==> config.mk <==
export PLATFORM = sky130hd
export DESIGN_NAME = nor_rd_susp
export DESIGN_NICKNAME = d
export VERILOG_FILES = /design/src/rtl/nrs_pkg.sv /design/src/rtl/nrs_timer.sv /design/src/rtl/nrs_burst.sv /design/src/rtl/nor_rd_susp.sv
export SDC_FILE = /design/constraint.sdc
export NUM_CORES = 1
export LEC_CHECK = 0
export BUFFER_PORTS_ARGS = -buffer_cell sky130_fd_sc_hd__buf_2
export CORE_ASPECT_RATIO = 1.5
export CORE_MARGIN = 2
export CORE_UTILIZATION = 54
export DETAILED_ROUTE_END_ITERATION = 16
export GPL_TIMING_DRIVEN = 0
export PLACE_DENSITY = 0.86
export SLEW_MARGIN = 20
export SYNTH_ARGS = -nofsm -noshare
export SYNTH_HDL_FRONTEND = slang
export SYNTH_HIERARCHICAL = 1
export SYNTH_SLANG_ARGS = --single-unit
==> constraint.sdc <==
create_clock -name clk_i -period 7.26 [get_ports clk_i]
set_input_delay 0 -clock clk_i [delete_from_list [all_inputs] [get_ports clk_i]]
set_output_delay 0 -clock clk_i [all_outputs]
set_load 0.02 [all_outputs]
==> src/rtl/nrs_pkg.sv <==
package nrs_pkg;
  typedef enum logic [1:0] {
    FM_ARRAY  = 2'd0,
    FM_STATUS = 2'd1,
    FM_ERASE  = 2'd2,
    FM_QUERY  = 2'd3
  } fmode_e;

  typedef enum logic [3:0] {
    S_IDLE, S_WAIT_ER, S_SUS_B0, S_SUS_70, S_POLL,
    S_ARRAY, S_BURST, S_RES_D0, S_RES_70, S_DONE
  } st_e;

  localparam logic [7:0] CMD_SUSPEND = 8'hB0;
  localparam logic [7:0] CMD_RD_STAT = 8'h70;
  localparam logic [7:0] CMD_RESUME  = 8'hD0;
  localparam logic [7:0] CMD_RD_ARR  = 8'hFF;
  localparam int         RDY_BIT     = 7;
endpackage

==> src/rtl/nrs_timer.sv <==
module nrs_timer #(
  parameter int TO_CYC = 64,
  localparam int TW = $clog2(TO_CYC + 1)
) (
  input  logic clk_i,
  input  logic rst_ni,
  input  logic load_i,
  input  logic en_i,
  output logic zero_o
);
  logic [TW-1:0] cnt_q;

  always_ff @(posedge clk_i or negedge rst_ni) begin
    if (!rst_ni)                  cnt_q <= '0;
    else if (load_i)              cnt_q <= TW'(TO_CYC);
    else if (en_i && cnt_q != '0) cnt_q <= cnt_q - 1'b1;
  end

  assign zero_o = (cnt_q == '0);
endmodule

==> src/rtl/nrs_burst.sv <==
module nrs_burst #(
  parameter int AW = 24,
  parameter int LW = 4,
  parameter int LB = 2
) (
  input  logic          clk_i,
  input  logic          rst_ni,
  input  logic          start_i,
  input  logic          step_i,
  input  logic [AW-1:0] base_i,
  input  logic [LW-1:0] len_i,
  output logic [AW-1:0] addr_o,
  output logic          last_o
);
  logic [LW-1:0] idx_q;

  always_ff @(posedge clk_i or negedge rst_ni) begin
    if (!rst_ni)      idx_q <= '0;
    else if (start_i) idx_q <= '0;
    else if (step_i)  idx_q <= idx_q + 1'b1;
  end

  assign addr_o = base_i + (AW'(idx_q) << LB);
  // len 0 wraps to all ones: full 2^LW burst
  assign last_o = (idx_q == LW'(len_i - 1'b1));
endmodule

==> src/rtl/nor_rd_susp.sv <==
module nor_rd_susp
  import nrs_pkg::*;
#(
  parameter int AW     = 24,
  parameter int DW     = 32,
  parameter int LW     = 4,
  parameter int TO_CYC = 64
) (
  input  logic          clk_i,
  input  logic          rst_ni,
  input  logic          req_i,
  input  logic [AW-1:0] addr_i,
  input  logic [LW-1:0] len_i,
  input  logic [1:0]    mode_i,
  input  logic          susp_en_i,
  output logic          cmd_we_o,
  output logic [AW-1:0] cmd_addr_o,
  output logic [7:0]    cmd_o,
  output logic          rd_o,
  output logic [AW-1:0] rd_addr_o,
  input  logic [DW-1:0] rd_data_i,
  output logic          rsp_valid_o,
  output logic [DW-1:0] rsp_data_o,
  output logic          done_o,
  output logic          err_o
);
  localparam int NB = DW / 8;
  localparam int LB = $clog2(NB);

  st_e           st_q, st_d, disp_st;
  fmode_e        fm;
  logic [AW-1:0] base_q, brst_addr;
  logic [LW-1:0] len_q;
  logic          susp_q, err_q, rsp_v_q;
  logic [DW-1:0] rsp_d_q;
  logic          tmr_zero, brst_last, rdy;

  assign fm  = fmode_e'(mode_i);
  assign rdy = rd_data_i[RDY_BIT];

  always_comb begin
    unique case (fm)
      FM_ARRAY: disp_st = S_BURST;
      FM_ERASE: disp_st = susp_en_i ? S_SUS_B0 : S_WAIT_ER;
      default:  disp_st = S_POLL;
    endcase
  end

  always_comb begin
    st_d = st_q;
    unique case (st_q)
      S_IDLE:    if (req_i) st_d = disp_st;
      S_WAIT_ER: if (fm != FM_ERASE) st_d = disp_st;
      S_SUS_B0:  st_d = S_SUS_70;
      S_SUS_70:  st_d = S_POLL;
      S_POLL: begin
        if (rdy)           st_d = S_ARRAY;
        else if (tmr_zero) st_d = susp_q ? S_RES_D0 : S_DONE;
      end
      S_ARRAY:   st_d = S_BURST;
      S_BURST:   if (brst_last) st_d = susp_q ? S_RES_D0 : S_DONE;
      S_RES_D0:  st_d = S_RES_70;
      S_RES_70:  st_d = S_DONE;
      S_DONE:    st_d = S_IDLE;
      default:   st_d = S_IDLE;
    endcase
  end

  always_ff @(posedge clk_i or negedge rst_ni) begin
    if (!rst_ni) begin
      st_q    <= S_IDLE;
      base_q  <= '0;
      len_q   <= '0;
      susp_q  <= 1'b0;
      err_q   <= 1'b0;
      rsp_v_q <= 1'b0;
      rsp_d_q <= '0;
    end else begin
      st_q    <= st_d;
      rsp_v_q <= (st_q == S_BURST);
      if (st_q == S_BURST) rsp_d_q <= rd_data_i;
      if (st_q == S_IDLE && req_i) begin
        base_q <= {addr_i[AW-1:LB], {LB{1'b0}}};
        len_q  <= len_i;
        susp_q <= 1'b0;
        err_q  <= 1'b0;
      end
      if (st_q == S_SUS_70) susp_q <= 1'b1;
      if (st_q == S_POLL && !rdy && tmr_zero) err_q <= 1'b1;
    end
  end

  nrs_timer #(.TO_CYC(TO_CYC)) u_tmr (
    .clk_i  (clk_i),
    .rst_ni (rst_ni),
    .load_i ((st_d == S_POLL) && (st_q != S_POLL)),
    .en_i   (st_q == S_POLL),
    .zero_o (tmr_zero)
  );

  nrs_burst #(.AW(AW), .LW(LW), .LB(LB)) u_brst (
    .clk_i   (clk_i),
    .rst_ni  (rst_ni),
    .start_i ((st_d == S_BURST) && (st_q != S_BURST)),
    .step_i  (st_q == S_BURST),
    .base_i  (base_q),
    .len_i   (len_q),
    .addr_o  (brst_addr),
    .last_o  (brst_last)
  );

  always_comb begin
    cmd_we_o = 1'b1;
    unique case (st_q)
      S_SUS_B0: cmd_o = CMD_SUSPEND;
      S_SUS_70: cmd_o = CMD_RD_STAT;
      S_ARRAY:  cmd_o = CMD_RD_ARR;
      S_RES_D0: cmd_o = CMD_RESUME;
      S_RES_70: cmd_o = CMD_RD_STAT;
      default: begin
        cmd_we_o = 1'b0;
        cmd_o    = 8'h00;
      end
    endcase
  end

  assign cmd_addr_o  = base_q;
  assign rd_o        = (st_q == S_POLL) || (st_q == S_BURST);
  assign rd_addr_o   = (st_q == S_BURST) ? brst_addr : base_q;
  assign rsp_valid_o = rsp_v_q;
  assign rsp_data_o  = rsp_d_q;
  assign done_o      = (st_q == S_DONE);
  assign err_o       = (st_q == S_DONE) && err_q;
endmodule

==> results of run 1 <==
-- sequential cells by signal, indices dropped and copies added (netlist names) --
signal,count
len_q,4
cmd_addr_o,22
st_q,4
rsp_valid_o,1
susp_q,1
rsp_data_o,32
u_brst/idx_q,4
err_q,1
u_tmr/cnt_q,7
-- worst paths after layout --
kind | start | to | slack [ns] | cells after the start
worst max-delay path | len_q[0]$_DFFE_PN0P_ | u_tmr/cnt_q[3]$_DFFE_PN0P_ | 4.15 | 11
worst min-delay path | req_i | st_q[1]$_DFF_PN0_ | 0.08 | 3
worst max register to register | len_q[0]$_DFFE_PN0P_ | u_tmr/cnt_q[3]$_DFFE_PN0P_ | 4.15 | 11
worst min register to register | err_q$_DFFE_PN0P_ | err_q$_DFFE_PN0P_ | 0.48 | 2
max in group asynchronous | rst_ni | cmd_addr_o[10]$_DFFE_PN0P_ | 6.58 | 3
min in group asynchronous | rst_ni | rsp_data_o[29]$_DFFE_PN0P_ | 0.11 | 2
-- cell usage in the layout, fill, tap and decap left out, types with 3 or more instances in the layout --
cell type / instances
buf_4: 13
xnor2_1: 26
clkbuf_16: 9
nor2b_1: 8
nand2b_1: 6
nand4b_1: 3
and3_1: 6
ha_1: 7
nand2_1: 13
xor2_1: 3
nor2b_2: 3
o21ai_0: 11
mux2_2: 57
inv_1: 11
and2_1: 4
nand4_1: 8
buf_6: 4
conb_1: 4
buf_2: 156
nand3_1: 10
dfrtp_1: 76
mux2_4: 8
nor2_1: 18
a21oi_1: 6
mux2_1: 18
nor4_1: 3
dlygate4sd3_1: 59
-- cells in the mapped netlist (7+ instances only) --
library cell	n
nand4_1	8
nor2b_1	8
nand2_1	13
o21ai_0	11
dfrtp_1	76
nand3_1	10
mux2_4	8
ha_1	7
nor2_1	18
buf_4	12
mux2_1	18
mux2_2	57
xnor2_1	26
inv_1	11
-- repair_timing --
action,4_1_cts,5_1_grt
gates resized for setup,0,0
hold buffers,59,0
endpoints found under the hold margin,134,0
-- power by group --
group	internal [W]	leakage (nW)	total [W]	switching, W
logic	0.000762	1.85	0.00176	0.000994
clock network	0.000269	0.140	0.000452	0.000183
registers	0.000635	0.918	0.000850	0.000216
-- routing by layer --
metal	GRT usage, %	part of all wire, %
met1	30.12	35
met2	57.78	55
met3	5.981	6.2
met4	15.03	3.5
met5	0	0
-- cells by family after synthesis --
kind of cell               Yosys count
muxes                               85
and+or+nand+nor                     99
DFF                                 76
buffers and inverters               35
AOI/OAI and AO/OA                   35
other                                1
adders and majority gates            8
xor gates and xnor gates            29
-- worst reg2reg max path: cells and delay by family, from the launching register on --
| kind | cells | cell delay (ns) |
|---|---|---|
| AND/OR/NAND/NOR | 4 | 0.98 |
| multiplexers | 1 | 0.31 |
| buffers and inverters | 2 | 0.44 |
| AO/OA/AOI/OAI | 2 | 0.40 |
| XOR/XNOR | 1 | 0.13 |
| adder cells (fa/ha/maj) | 1 | 0.31 |
| flip-flops | 1 | 0.42 |
-- layout make-up --
cell class                      instances  area (um2)
Multi-Input combinational cell        260        2198
Sequential cell                        76        1902
Fill cell                             428        1536
Timing Repair Buffer                  212        1381
Clock buffer                           10       229.0
Buffer                                 23       167.7
Tap cell                              102       127.6
Clock inverter                          6       71.32
Inverter                               12       45.04
Antenna cell                            1       2.502
-- per-stage QoR --
stage	setup slack, ns	std cells	total power, W	hold WS, ns	util, %
after floorplan	4.670	371	0.002015	-0.2956	-
after detailed placement	4.290	626	0.002507	-0.07983	68.28
after CTS	4.197	701	0.002999	0.04311	79.91
after global placement	4.384	625	0.002443	0.2313	67.89
after global routing	3.924	702	0.003220	0.09069	79.94
final	4.147	702	0.003059	0.07873	79.94
==> impl_metrics.tcl, run 1 <==
set metrics [dict create \
    cts.clk_slew.worst_paths_ns 0.06 \
    max_cap_viol_count 0 \
    fmax_ghz 0.3212 \
    num_rows 39 \
    cp_top_family "simple AND/OR/NAND/NOR gates" \
    die_width_um 76.88 \
    synth_edf_count 0 \
    clock_latency_ns 0.34 \
    setup_violations 0 \
    worst-endpoint-arrival_ns 3.32 \
    clock-skew-final_ns 0.01049 \
    placed_area_um2 5231 \
    cts_buffers 9 \
    synth_top_family_by_area "multiplexers" \
    clock_path_buffers 2 \
    dr.pass1.iters 5 \
    grt_pass1_vias 4173 \
    synth_xor_xnor_area_share_pct 5.905 \
    slowest_delay_ns 0.53 \
    cts_setup_buffers 0 \
    rsz0062_at_grt "false" \
    cts_tree "built" \
    synth_area_leaders "dfrtp_1 44%, mux2_2 15%, xnor2_1 5.3%" \
    ant_nets 0 \
    synth-seq-cells 76 \
    finalCriticalPeriod_ns 3.113 \
    tns_ns 0 \
    synth-simple-area-share_pct 13.82 \
    synthArstFlopShare_pct 100.0 \
    dieArea_um2 8711 \
    synth_seq_area_share_pct 44.21 \
    max_slew_margin_pct 59.44 \
    tightest_slew_ns 0.6029 \
    numClockSinks 76 \
    p_per_area_nw_per_um2 499.4 \
    die_h_um 113.3 \
    crit_path_cell_trace "inv_1 -> ha_1 -> xnor2_1 -> nor4_1 -> nand3b_1 -> a22oi_1 -> o2111ai_2 -> nor4_2 -> buf_1 -> nor2b_1 -> mux2_1" \
    finalHoldViolations 0 \
    viasPerCell 5.523 \
    grt_usage_pct 30.03 \
    grt_pass1_wl_um 20460 \
    wirelength_um 12890 \
    synthDistinctLibCells 57 \
    final_area_um2 6125 \
    avgSynthCellArea_um2 11.69 \
    crit_buf_inv 2 \
    leakagePower_nw 2.905 \
    grt_max_degree 55 \
    antenna_found_initial 1 \
    crit_fanout 10 \
    synth_compound_area_share_pct 5.643 \
    netlist.area_leader.share_pct 44.21 \
    gp_congestion 0.9010 \
    dr_total_vias 3877 \
    cp.required_ns 7.47 \
    synth-adder-area-share_pct 2.501 \
    critPathSlowestCell "nor4_1" \
    grt-ovfl-total 0 \
    drcViolationCount 0 \
    io_pins 159 \
    ys.flop_type "dfrtp_1" \
    synth_area_um2 4302 \
    dp_hpwl_um 7564 \
    crit_path_end_kind "flip-flop" \
    h-tree-depth 3 \
    routedWlPerCell_um 18.36 \
    start_kind "flip-flop" \
    slew_violations 0 \
    fin_crit_sh_pct 42.88 \
    peakVddDrop_v 0.0002865 \
    root_buffer "clkbuf_16" \
    syn_inst 368 \
    synth.area.mux_share_pct 22.89 \
    status "complete, no violations" \
    synth_top_cell_by_area "dfrtp_1" \
    hold_class "input pin to flip-flop" \
    crit_type "flip-flop to flip-flop" \
    num-nets-final 668 \
    area_growth_pct 42.38 \
    synth_warnings 6 \
    drive_above_1_share_pct 45.24 \
    port_buffers 152 \
    initial_core_util_pct 56.15 \
    core_um2 7661 \
    drt_iter0_drc 173 \
]
No activity file was read; power rests on OpenSTA's default activity.
==> inputs of run 2 (changes only) <==
--- a/config.mk
+++ b/config.mk
@@ -8,10 +8,10 @@
 export BUFFER_PORTS_ARGS = -buffer_cell sky130_fd_sc_hd__buf_2
 export CORE_ASPECT_RATIO = 1.5
 export CORE_MARGIN = 2
-export CORE_UTILIZATION = 54
+export CORE_UTILIZATION = 45
 export DETAILED_ROUTE_END_ITERATION = 16
 export GPL_TIMING_DRIVEN = 0
-export PLACE_DENSITY = 0.86
+export PLACE_DENSITY = 0.77
 export SLEW_MARGIN = 20
 export SYNTH_ARGS = -nofsm -noshare
 export SYNTH_HDL_FRONTEND = slang
==> constraint.sdc (replaced) <==
create_clock -name clk_i -period 2.5 [get_ports clk_i]
set_input_delay 0 -clock clk_i [delete_from_list [all_inputs] [get_ports clk_i]]
set_output_delay 0 -clock clk_i [all_outputs]
set_load 0.02 [all_outputs]
==> impl_metrics.tcl, run 2 (same netlist as run 1, synthesis figures left out) <==
set metrics [dict create \
    status "finished, violations left" \
    violations "negative setup slack" \
    hold_class "input pin to flip-flop" \
    grt_pass1_vias 4010 \
    root_buffer "clkbuf_16" \
    cts.clk_slew.worst_paths_ns 0.06 \
    netSwitchingFraction_pct 43.88 \
    rsz0062_at_grt "true" \
    clock-skew-final_ns 0.009017 \
    area_growth_pct 53.84 \
    num-nets-final 687 \
    dr.pass1.iters 4 \
    fmax_ghz 0.3649 \
    numClockSinks 76 \
    grt_max_degree 49 \
    critPathSlowestCell "dfrtp_1" \
    wirelength_um 12750 \
    grt_usage_pct 23.08 \
    p_seq_share_pct 24.9 \
    io_pins 159 \
    wl_met2_um 7079 \
    n_antenna_cell 0 \
    viasPerCell 5.233 \
    p_per_area_nw_per_um2 1501 \
    drive_above_1_share_pct 53.56 \
    clock_path_buffers 2 \
    crit_path_end_kind "flip-flop" \
    grt_pass1_wl_um 19060 \
    leakagePower_nw 3.108 \
    worst-endpoint-arrival_ns 2.96 \
    wl_met3_um 597 \
    max_cap_viol_count 0 \
    cp.required_ns 2.72 \
    crit_type "flip-flop to flip-flop" \
    ant_nets 0 \
    peakVddDrop_v 0.001005 \
    port_buffers 152 \
    grt-ovfl-total 0 \
    fin_crit_sh_pct 109.6 \
    pwr-share-clk_pct 13.7 \
    dp_hpwl_um 7694 \
    setup_slack_ns -0.2408 \
    routed.top_layer "met4" \
    die_width_um 83.83 \
    layout_common_cells "148 x buf_2, 73 x dfrtp_1, 59 x mux2_2, 59 x dlygate4sd3_1, 28 x buf_4" \
    crit_fanout 5 \
    finalCriticalPeriod_ns 2.741 \
    core_um2 9254 \
    m1WireLength_um 4769 \
    p_comb_share_pct 61.4 \
    fillCellCount 575 \
    slowest_delay_ns 0.43 \
    finalHoldViolations 0 \
    num_rows 43 \
    antenna_found_initial 0 \
    drt_iter0_drc 153 \
    largest_reg_flops 32 \
    dpl.cell_count 636 \
    start_kind "flip-flop" \
    dr_total_vias 3820 \
    die_h_um 123.7 \
    drcViolationCount 0 \
    cts_tree "built" \
    p_int_w 0.005573 \
    crit_path_cell_trace "buf_6 -> nor3_4 -> xnor2_2 -> nor4_4 -> buf_4 -> nor2b_4 -> o21a_1 -> o311a_4 -> nor4_4 -> buf_4 -> nor2b_1 -> mux2_4" \
    routedWlPerCell_um 17.46 \
    gp_congestion 0.8797 \
    h-tree-depth 3 \
    slew_violations 0 \
    power_switching_w 0.004358 \
    dpl_worst_slack_ns -0.3794 \
    clock_latency_ns 0.34 \
    cts_buffers 9 \
    initial_core_util_pct 46.48 \
    final_common_cell "buf_2" \
    final_cell_count_no_fill 730 \
    dieArea_um2 10370 \
    setup_violations 7 \
]
==> run 2: changes by cell type in the layout (fill, tap and decap cells not counted), moves of 4 or more <==
cell / before / now
xnor2_2: 0 / 4
buf_6: 4 / 16
mux2_1: 18 / 8
buf_2: 156 / 148
inv_1: 11 / 7
nand3_1: 10 / 6
inv_2: 1 / 5
buf_4: 13 / 28
xnor2_1: 26 / 20
mux2_4: 8 / 16
==> run 2: per-stage QoR <==
step	hold WS (ns)	power, W	util [%]	setup TNS [ns]	area, um2
global placement	0.2320	0.007132	56.35	-0.9422	5215
finish	0.1359	0.009931	71.51	-1.024	6618
CTS	0.09851	0.009331	69.01	-0.4048	6386
global route	0.1463	0.01047	71.51	-2.272	6618
detailed placement	-0.04817	0.007306	56.68	-1.731	5245
floorplan	-0.2956	0.005857	-	0	4314
==> run 2: repair_timing <==
action / in CTS / in global routing
pin swaps: 10 / 16
endpoints found under the setup margin: 16 / 28
endpoints found under the hold margin: 134 / 0
resized for setup: 32 / 47
hold buffers: 59 / 0
setup buffers: 9 / 9
cloned: 1 / 0
==> run 2: final timing paths <==
check | start | endpoint | slack [ns] | cells after the start
hold reg to reg | err_q$_DFFE_PN0P_ | err_q$_DFFE_PN0P_ | 0.48 | 2
max in group asynchronous | rst_ni | u_brst/idx_q[1]$_DFFE_PN0P_ | 1.76 | 3
hold / removal | susp_en_i | st_q[0]$_DFF_PN0_ | 0.14 | 3
min in group asynchronous | rst_ni | rsp_data_o[31]$_DFFE_PN0P_ | 0.16 | 2
setup / recovery | len_q[0]$_DFFE_PN0P_ | u_tmr/cnt_q[5]$_DFFE_PN0P_ | -0.24 | 12
setup reg to reg | len_q[0]$_DFFE_PN0P_ | u_tmr/cnt_q[5]$_DFFE_PN0P_ | -0.24 | 12
==> run 2: layout make-up <==
cell class	instances	area, um2	area share (%)
multi-input cells	260	2444	36.93
flip-flops and latches	76	1906	28.80
repair buffers	231	1602	24.20
clock buffers	10	239.0	3.611
plain buffers	23	171.4	2.590
well taps	112	140.1	2.118
clock inverters	6	71.32	1.078
inverters	12	45.04	0.6807
==> run 2: layer usage <==
metal,track usage (%),vias up
li1,-,1788
met4,10.89,0
met5,0,-
met2,43.80,151
met3,3.976,25
met1,24.81,1856
==> run 2: worst max-delay path: cells and delay by family (launching register included) <==
family | cells | cell delay [ns]
simple gates | 5 | 0.74
compound gates | 2 | 0.54
buf+inv | 3 | 0.49
flops | 1 | 0.43
mux | 1 | 0.25
xor+xnor | 1 | 0.16
==> run 2: power by group through the flow <==
stage	registers [W]	logic (W)	clock network, W
2_1_floorplan	0.00290	0.00296	0
3_3_place_gp	0.00239	0.00474	0
3_5_place_dp	0.00243	0.00487	0
4_1_cts	0.00242	0.00554	0.00137
5_1_grt	0.00256	0.00647	0.00144
6_report	0.00248	0.00610	0.00136
